File: src/rtl/cmdbus_pkg.sv
package cmdbus_pkg;

  localparam int unsigned STATE_W = 3;

  typedef enum logic [STATE_W-1:0] {
    ST_IDLE = 3'd0,
    ST_RD1  = 3'd1,
    ST_RD2  = 3'd2,
    ST_PXR  = 3'd3,
    ST_WS1  = 3'd4,
    ST_WS2  = 3'd5
  } seq_state_t;

  // Successor of a non-idle step; idle maps to itself.
  function automatic seq_state_t step_after(input seq_state_t s);
    case (s)
      ST_RD1:  return ST_RD2;
      ST_PXR:  return ST_WS1;
      ST_WS1:  return ST_WS2;
      default: return ST_IDLE;
    endcase
  endfunction

  // True for the final step of any chain.
  function automatic logic is_last_step(input seq_state_t s);
    return (s == ST_RD2) || (s == ST_WS2);
  endfunction

endpackage

File: src/rtl/cmd_mux.sv
module cmd_mux #(
  parameter int unsigned N_REQ = 4,
  parameter int unsigned CMD_W = 5
) (
  input  logic [N_REQ*CMD_W-1:0] req_cmd_i,
  input  logic [N_REQ-1:0]       req_en_i,
  output logic [CMD_W-1:0]       cmd_o,
  output logic                   valid_o,
  output logic                   multi_o
);

  // Isolate the lowest set enable bit: one-hot grant.
  function automatic logic [N_REQ-1:0] lowest_one(input logic [N_REQ-1:0] v);
    return v & (~v + {{(N_REQ-1){1'b0}}, 1'b1});
  endfunction

  logic [N_REQ-1:0] grant;
  logic [CMD_W-1:0] gated [N_REQ];

  assign grant = lowest_one(req_en_i);

  genvar gi;
  generate
    for (gi = 0; gi < N_REQ; gi++) begin : g_and
      assign gated[gi] = req_cmd_i[gi*CMD_W +: CMD_W] & {CMD_W{grant[gi]}};
    end
  endgenerate

  always_comb begin
    cmd_o = '0;
    for (int i = 0; i < N_REQ; i++) begin
      cmd_o = cmd_o | gated[i];
    end
  end

  assign valid_o = |req_en_i;
  assign multi_o = |(req_en_i & ~grant);

endmodule

File: src/rtl/cmd_decode.sv
module cmd_decode
  import cmdbus_pkg::*;
#(
  parameter int unsigned      CMD_W    = 5,
  parameter logic [CMD_W-1:0] NOP_CODE = '0,
  parameter logic [CMD_W-1:0] PIX_CODE = 1
) (
  input  logic [CMD_W-1:0] cmd_i,
  input  logic             valid_i,
  output seq_state_t       first_o,
  output logic             start_o
);

  localparam int unsigned RD_BIT = CMD_W - 1;

  // Priority order matters: no-op, then read bit, then set-pixel, then write.
  function automatic seq_state_t classify(input logic [CMD_W-1:0] c);
    if (c == NOP_CODE)   return ST_IDLE;
    else if (c[RD_BIT])  return ST_RD1;
    else if (c == PIX_CODE) return ST_PXR;
    else                 return ST_WS1;
  endfunction

  assign first_o = valid_i ? classify(cmd_i) : ST_IDLE;
  assign start_o = (first_o != ST_IDLE);

endmodule

File: src/rtl/cmd_seq.sv
module cmd_seq
  import cmdbus_pkg::*;
#(
  parameter int unsigned CMD_W = 5
) (
  input  logic             clk,
  input  logic             rst,
  input  seq_state_t       first_i,
  input  logic             start_i,
  input  logic [CMD_W-1:0] cmd_i,
  output seq_state_t       state_o,
  output logic [CMD_W-1:0] cmd_q_o,
  output logic             done_o
);

  seq_state_t state_q, state_d;

  always_comb begin
    if (state_q == ST_IDLE) state_d = first_i;
    else                    state_d = step_after(state_q);
  end

  always_ff @(posedge clk) begin
    if (rst) begin
      state_q <= ST_IDLE;
      cmd_q_o <= '0;
      done_o  <= 1'b0;
    end else begin
      state_q <= state_d;
      done_o  <= is_last_step(state_q);
      if (state_q == ST_IDLE && start_i) cmd_q_o <= cmd_i;
    end
  end

  assign state_o = state_q;

endmodule

File: src/rtl/cmd_dispatch_top.sv
module cmd_dispatch_top
  import cmdbus_pkg::*;
#(
  parameter int unsigned      N_REQ    = 4,
  parameter int unsigned      CMD_W    = 5,
  parameter logic [CMD_W-1:0] NOP_CODE = 5'b00000,
  parameter logic [CMD_W-1:0] PIX_CODE = 5'b00001
) (
  input  logic                   clk,
  input  logic                   rst,
  input  logic [N_REQ*CMD_W-1:0] req_cmd_i,
  input  logic [N_REQ-1:0]       req_en_i,
  output logic [CMD_W-1:0]       cmd_o,
  output logic                   cmd_valid_o,
  output logic                   multi_err_o,
  output logic [STATE_W-1:0]     state_o,
  output logic [CMD_W-1:0]       cmd_q_o,
  output logic                   done_o
);

  seq_state_t first_st;
  seq_state_t cur_st;
  logic       start_w;

  cmd_mux #(.N_REQ(N_REQ), .CMD_W(CMD_W)) u_mux (
    .req_cmd_i (req_cmd_i),
    .req_en_i  (req_en_i),
    .cmd_o     (cmd_o),
    .valid_o   (cmd_valid_o),
    .multi_o   (multi_err_o)
  );

  cmd_decode #(.CMD_W(CMD_W), .NOP_CODE(NOP_CODE), .PIX_CODE(PIX_CODE)) u_dec (
    .cmd_i   (cmd_o),
    .valid_i (cmd_valid_o),
    .first_o (first_st),
    .start_o (start_w)
  );

  cmd_seq #(.CMD_W(CMD_W)) u_seq (
    .clk     (clk),
    .rst     (rst),
    .first_i (first_st),
    .start_i (start_w),
    .cmd_i   (cmd_o),
    .state_o (cur_st),
    .cmd_q_o (cmd_q_o),
    .done_o  (done_o)
  );

  assign state_o = cur_st;

endmodule

File: config.mk
export PLATFORM = sky130hd
export DESIGN_NAME = cmd_dispatch_top
export DESIGN_NICKNAME = d
export VERILOG_FILES = /design/src/rtl/cmdbus_pkg.sv /design/src/rtl/cmd_mux.sv /design/src/rtl/cmd_decode.sv /design/src/rtl/cmd_seq.sv /design/src/rtl/cmd_dispatch_top.sv
export SDC_FILE = /design/constraint.sdc
export NUM_CORES = 1
export LEC_CHECK = 0
export CAP_MARGIN = 20
export CORE_MARGIN = 2
export CORE_UTILIZATION = 35
export CTS_BUF_LIST = sky130_fd_sc_hd__clkbuf_4 sky130_fd_sc_hd__clkbuf_8
export DETAILED_ROUTE_END_ITERATION = 12
export GPL_TIMING_DRIVEN = 0
export PLACE_DENSITY_LB_ADDON = 0.12
export SLEW_MARGIN = 20
export SYNTH_ARGS = -nofsm -noshare
export SYNTH_HDL_FRONTEND = slang
export SYNTH_HIERARCHICAL = 1
export SYNTH_SLANG_ARGS = --single-unit
export TNS_END_PERCENT = 20
File: constraint.sdc
create_clock -name clk -period 2.7 [get_ports clk]
set_input_delay 0.54 -clock clk [delete_from_list [all_inputs] [get_ports clk]]
set_output_delay 0.54 -clock clk [all_outputs]
set_load 0.005 [all_outputs]
; ---- After elaboration in Yosys (flattened, before gate mapping)
; Cells that the tools add are included.
[op_classes]
add_sub_neg = 1
eq_ne = 6
muxes = 6
bitwise = 11
reduce_logical = 7
[ops]
columns = cell, count
row1 = 5-bit bitwise AND, 4
row2 = 3-bit two-way mux, 5
row3 = 5-bit bitwise OR, 3
row4 = 3-bit one-hot mux with 3 select lines, 1
row5 = 4-bit bitwise AND, 2
row6 = 4-bit NOT, 2
row7 = 4-bit OR reduction, 2
row8 = 3-bit by 2-bit == test with 1-bit output (second input constant), 2
row9 = 3-bit == test (second input constant), 2
row10 = 5-bit by 1-bit == test with 1-bit output (second input constant), 1
row11 = 5-bit logical NOT, 1
row12 = 4-bit by 1-bit adder with 4-bit output (second input constant), 1
row13 = 3-bit by 1-bit == test with 1-bit output (second input constant), 1
row14 = 3-bit logical NOT, 1
row15 = 3-bit nonzero test, 1
row16 = 1-bit logical AND, 1
row17 = 1-bit logical OR, 1
[word_totals]
regBits = 9
input_bits = 26
output_inout_bits = 16

; ---- Longest topological paths before layout
[depth]
ltp_word = 14
mapped_depth = 9
ltp_nobuf = 8

; ---- Hierarchy
; The synthesis kept the hierarchy.
[modules_own_cells]
columns = module, instances, cells_each, area_per_inst_um2, seq_area_each_um2
row1 = cmd_seq, 1, 34, 341.6, 180.2
row2 = cmd_mux, 1, 24, 183.9, 0.0
row3 = cmd_decode, 1, 8, 50.0, 0.0

; ---- Least setup slack after synthesis
; Ideal clock, no wire load.
[synth_path]
path_kind = input port to flip-flop
startpoint = input req_en_i[1]
endpoint = register u_seq.cmd_q_o[4]
arrival_time_ps = 2129
setup_slack_ps = 445
path_stages = 9
path_buffers = 1
path_cell_list = buf_6 nor4b_4 a22oi_1 o21ai_0 or3_1 o31a_1 nor4b_4 mux2i_1 nor2_1
[synth_via]
elab_chain_cells = 14
word_cells_on_any_way = 18
cone_classes = add/sub: 1 / eq/ne: 1 / mux: 4 / bitwise: 8 / reduce/logical: 4
[synth_lines]
columns = element, line_no
row1 = start: declaration, cmd_dispatch_top.sv:12  ; input logic [N_REQ-1:0] req_en_i,
row2 = 4-bit NOT, cmd_mux.sv:14  ; return v & (~v + {{(N_REQ-1){1'b0}}, 1'b1});
row3 = 4-bit by 1-bit adder with 4-bit output, cmd_mux.sv:14
row4 = 4-bit bitwise AND (*), cmd_mux.sv:14
row5 = 5-bit bitwise AND, cmd_mux.sv:25  ; assign gated[gi] = req_cmd_i[gi*CMD_W +: CMD_W] & {CMD_W{grant[gi]}};
row6 = 5-bit bitwise OR (2 in series), cmd_mux.sv:32  ; cmd_o = cmd_o | gated[i];
row7 = 5-bit bitwise OR (*), cmd_mux.sv:32
row8 = net cmd_o[3], cmd_dispatch_top.sv:13  ; output logic [CMD_W-1:0] cmd_o,
row9 = 5-bit by 1-bit == test with 1-bit output, cmd_decode.sv:20  ; else if (c == PIX_CODE) return ST_PXR;
row10 = 3-bit two-way mux, cmd_decode.sv:20
row11 = 3-bit two-way mux, cmd_decode.sv:19  ; else if (c[RD_BIT]) return ST_RD1;
row12 = 3-bit two-way mux (*), cmd_decode.sv:18  ; if (c == NOP_CODE) return ST_IDLE;
row13 = 3-bit two-way mux (*), cmd_decode.sv:24  ; assign first_o = valid_i ? classify(cmd_i) : ST_IDLE;
row14 = 3-bit nonzero test (*), cmd_decode.sv:25  ; assign start_o = (first_o != ST_IDLE);
row15 = net start_w, cmd_dispatch_top.sv:23  ; logic start_w;
row16 = 1-bit logical AND (*), cmd_seq.sv:31  ; if (state_q == ST_IDLE && start_i) cmd_q_o <= cmd_i;
row17 = end signal: assignment, cmd_seq.sv:31
row18 = end: declaration, cmd_seq.sv:12  ; output logic [CMD_W-1:0] cmd_q_o,
; The timed path passes the listed nets; every way through them passes the cells marked *.
; A chain may end at the register's enable or synchronous reset.

; ---- Final worst setup path
[layout_path]
startpoint = input req_en_i[0]
endpoint = output cmd_o[1]
[layout_via]
elab_chain_cells = 7
word_cells_on_any_way = 10
cone_classes = add/sub: 1 / bitwise: 9
[layout_lines]
columns = element, line_no
row1 = 4-bit NOT, cmd_mux.sv:14
row2 = 4-bit by 1-bit adder with 4-bit output, cmd_mux.sv:14
row3 = 4-bit bitwise AND (*), cmd_mux.sv:14
row4 = 5-bit bitwise AND, cmd_mux.sv:25
row5 = 5-bit bitwise OR (2 in series), cmd_mux.sv:32
row6 = 5-bit bitwise OR (*), cmd_mux.sv:32
row7 = end: declaration, cmd_dispatch_top.sv:13
; Every way passes the cells marked *; elsewhere a longest branch is shown, timed or not.

==> summary.txt <==
Pwr
  • Power share of the clock group: 24.3%
  • Flop pwr share: 35.0%
  • Total power: 0.000473 W
  • Switching power share of the total: 29.2%
  • Logic pwr share: 40.7%
  • PwrDens: 449 nW/um^2
  • Pint: 0.000335 W
  • Switching Power: 0.000138 W
  • Static leakage: 0.428 nW
  • Max rail drop VDD: 0.000403 V

GRT
  • Vias in the first global route: 686
  • GRT Overall Usage: 20.4%
  • Initial antenna violation count: 0
  • Global-route wire length before repair: 2950 microns
  • Largest net degree at the start of global routing: 11
  • Total grt overflow: 0

Synthesis
  • Netlist Area Pre-Place: 576 sq um
  • Synthesized netlist cell count: 66
  • Post-Syn Nets: 92
  • Register area share after synthesis: 31.3%
  • Ys Warns: 6
  • Flops & latches, synth: 9
  • Cell variety after synth: 21
  • Avg Cell Area, Syn: 8.72 sq um

Die
  • Die area: 1980 sq um
  • CORE AREA: 1520 sq um
  • I/O Pins: 42
  • Starting Density: 37.8%
  • Die Y: 44.6 microns
  • Chip width: 44.6 microns
  • Num rows: 14

Routing
  • Vias/cell: 5.50
  • WL per Instance: 13.5 microns
  • Initial DRC Count: 12
  • Drt pass-1 iters: 4
  • Via count: 704
  • Routed WL: 1720 microns
  • Detail Route Antenna Nets: 0
  • DRC violations left: 0

STA
  • Slew at the pin with the worst max-slew slack: 0.491 ns
  • Fmax: 0.391 GHz
  • Period utilisation layout: 94.7%
  • Endpoints failing hold: 0
  • Pins over their slew limit: 0
  • Crit path time final: 2.56 ns
  • Clock skew: 0.00315 ns
  • Final setup viols: 0
  • Slew Limit Headroom: 67.2%
  • RSZ-0062 raised after global routing: no
  • Final critical-path setup slack: 0.143 ns

Cells and area
  • Post-layout util: 69.1%
  • Ant diodes: 0
  • Share of cells above drive strength 1: 15.2%
  • Design Area, Final: 1050 sq um
  • NumNets Final: 139
  • P&R area growth vs syn: 83.0%
  • Non-filler cells, final: 128

Placed design
  • Cells after DPL: 121
  • PortBufs: 39
  • Routability cong.: 0.700
  • Post-DP HPWL: 1250 microns
  • Place WS: -0.483 ns
  • Placed Area: 986 sq um

Critical path
  • Critical Path Fanout Max: 4
  • Nature of the critical path startpoint: input pin
  • Arrival time at the worst endpoint: 2.02 ns
  • Worst Setup End Kind: output port
  • Crit path required time: 2.16 ns
  • Setup CP Type: input pin to output port
  • R2R Setup Slk: 1.24 ns

Clock tree
  • Skew-Pair Late Insertion Delay: 0.26 ns
  • Clk sinks: 9
  • Cts bufs inserted: 3
  • H-tree Lvls: 1
  • Root Buffer: clkbuf_4
  • Clock transition at the registers of the reported paths: 0.06 ns
  • CTS tree: yes
  • Hold_buf cts: 0
  • Bufs on Longest Clock Path: 2

Worst hold path
  • Min-delay worst type: register to register

Run status
  • Outcome: completed

Run
  • Max-cap violations: 0
## path summary, 6_finish.rpt
path              cells after the start                          start                             to
setup reg to reg                      4    u_seq/state_o[0]$_SDFF_PP0_  u_seq/cmd_q_o[1]$_SDFFE_PP0P_
hold reg to reg                       2  u_seq/cmd_q_o[4]$_SDFFE_PP0P_  u_seq/cmd_q_o[4]$_SDFFE_PP0P_
hold / removal                        2  u_seq/cmd_q_o[4]$_SDFFE_PP0P_  u_seq/cmd_q_o[4]$_SDFFE_PP0P_
setup / recovery                      6                    req_en_i[0]                       cmd_o[1]
## layer usage
layer / vias up / GRT usage (%) / part of all wire (%)
met2: 38 / 33.0 / 46
li1: 343 / - / -
met5: - / 0 / 0
met1: 317 / 23.7 / 43
met4: 0 / 9.70 / 2.8
met3: 6 / 7.35 / 7.5
## cell usage in the layout (no fill, tap or decap), drive strengths merged, types with 2 or more instances in the layout
master,instances
nor3,2
o21ai,7
clkbuf,6
a21oi,2
mux2i,5
nor4,2
nand2,3
nor4b,2
nand3b,2
buf,5
clkdlybuf4s50,33
dfxtp,9
a22oi,10
dlygate4sd2,5
nor2,11
## cell usage after synthesis, drive strengths merged
| cell type | count | area [sq um] |
|---|---|---|
| nor3b | 1 | 7.51 |
| a21oi | 2 | 10.0 |
| clkbuf | 2 | 7.51 |
| or4 | 1 | 7.51 |
| nor2 | 11 | 41.3 |
| o21ai | 7 | 35.0 |
| buf | 2 | 16.3 |
| nand3b | 2 | 15.0 |
| a22oi | 10 | 75.1 |
| nor4b | 2 | 47.6 |
| dfxtp | 9 | 180 |
| and4b | 1 | 10.0 |
| nor2b | 1 | 13.8 |
| o31a | 1 | 8.76 |
| nor3 | 2 | 10.0 |
| nor4 | 2 | 12.5 |
| nand2 | 3 | 11.3 |
| or3 | 1 | 6.26 |
| maj3 | 1 | 10.0 |
| mux2i | 5 | 50.1 |
## area by class of cell
type                    count  area, sq um
fillers                   133          470
repair buffers             42          409
multi-input cells          53          390
flip-flops and latches      9          180
clock buffers               4         30.0
plain buffers               4         23.8
well taps                  16         20.0
## sequential cells by signal (all words and copies together) (netlist names)
register and flops:
u_seq/done_o 1, u_seq/cmd_q_o 5, u_seq/state_o 3
## cell families (layout without fill, tap and decap cells)
| family | count (synthesis) | count (layout) | share of synthesized area (%) |
|---|---|---|---|
| flops | 9 | 9 | 31.3 |
| simple gates | 27 | 27 | 31.7 |
| compound gates | 20 | 20 | 22.4 |
| fa+ha+maj | 1 | 1 | 1.74 |
| mux | 5 | 5 | 8.70 |
| buf+inv | 4 | 50 | 4.13 |
## power by group through the flow
| stage | clock network [W] | logic, W | registers [W] |
|---|---|---|---|
| floorplan | 0 | 0.0000870 | 0.000169 |
| global placement | 0 | 0.000185 | 0.000168 |
| detailed placement | 0 | 0.000188 | 0.000168 |
| CTS | 0.000119 | 0.000194 | 0.000165 |
| global route | 0.000126 | 0.000211 | 0.000168 |
| finish | 0.000115 | 0.000193 | 0.000165 |
## worst max-delay path, stage by stage
cell,delay (ns)
dlygate4sd2_1,0.29
nor4b_4,0.32
buf_4,0.16
a22oi_1,0.07
o21ai_2,0.11
clkdlybuf4s50_1,0.53
## metrics by stage
step,TNS [ns],hold slack (ns)
3_3_place_gp,-3.11,0.476
3_5_place_dp,-3.81,0.483
6_report,0,0.492
4_1_cts,0,0.499
2_1_floorplan,0,0.485
5_1_grt,0,0.521
## timing repair
| item | in CTS | in global routing |
|---|---|---|
| setup endpoints to repair | 11 | 6 |
| gates cloned | 0 | 0 |
| buffers inserted | 3 | 0 |
| pin swaps | 2 | 0 |
| gates resized for setup | 15 | 1 |
(Power assumes the default switching activity.)
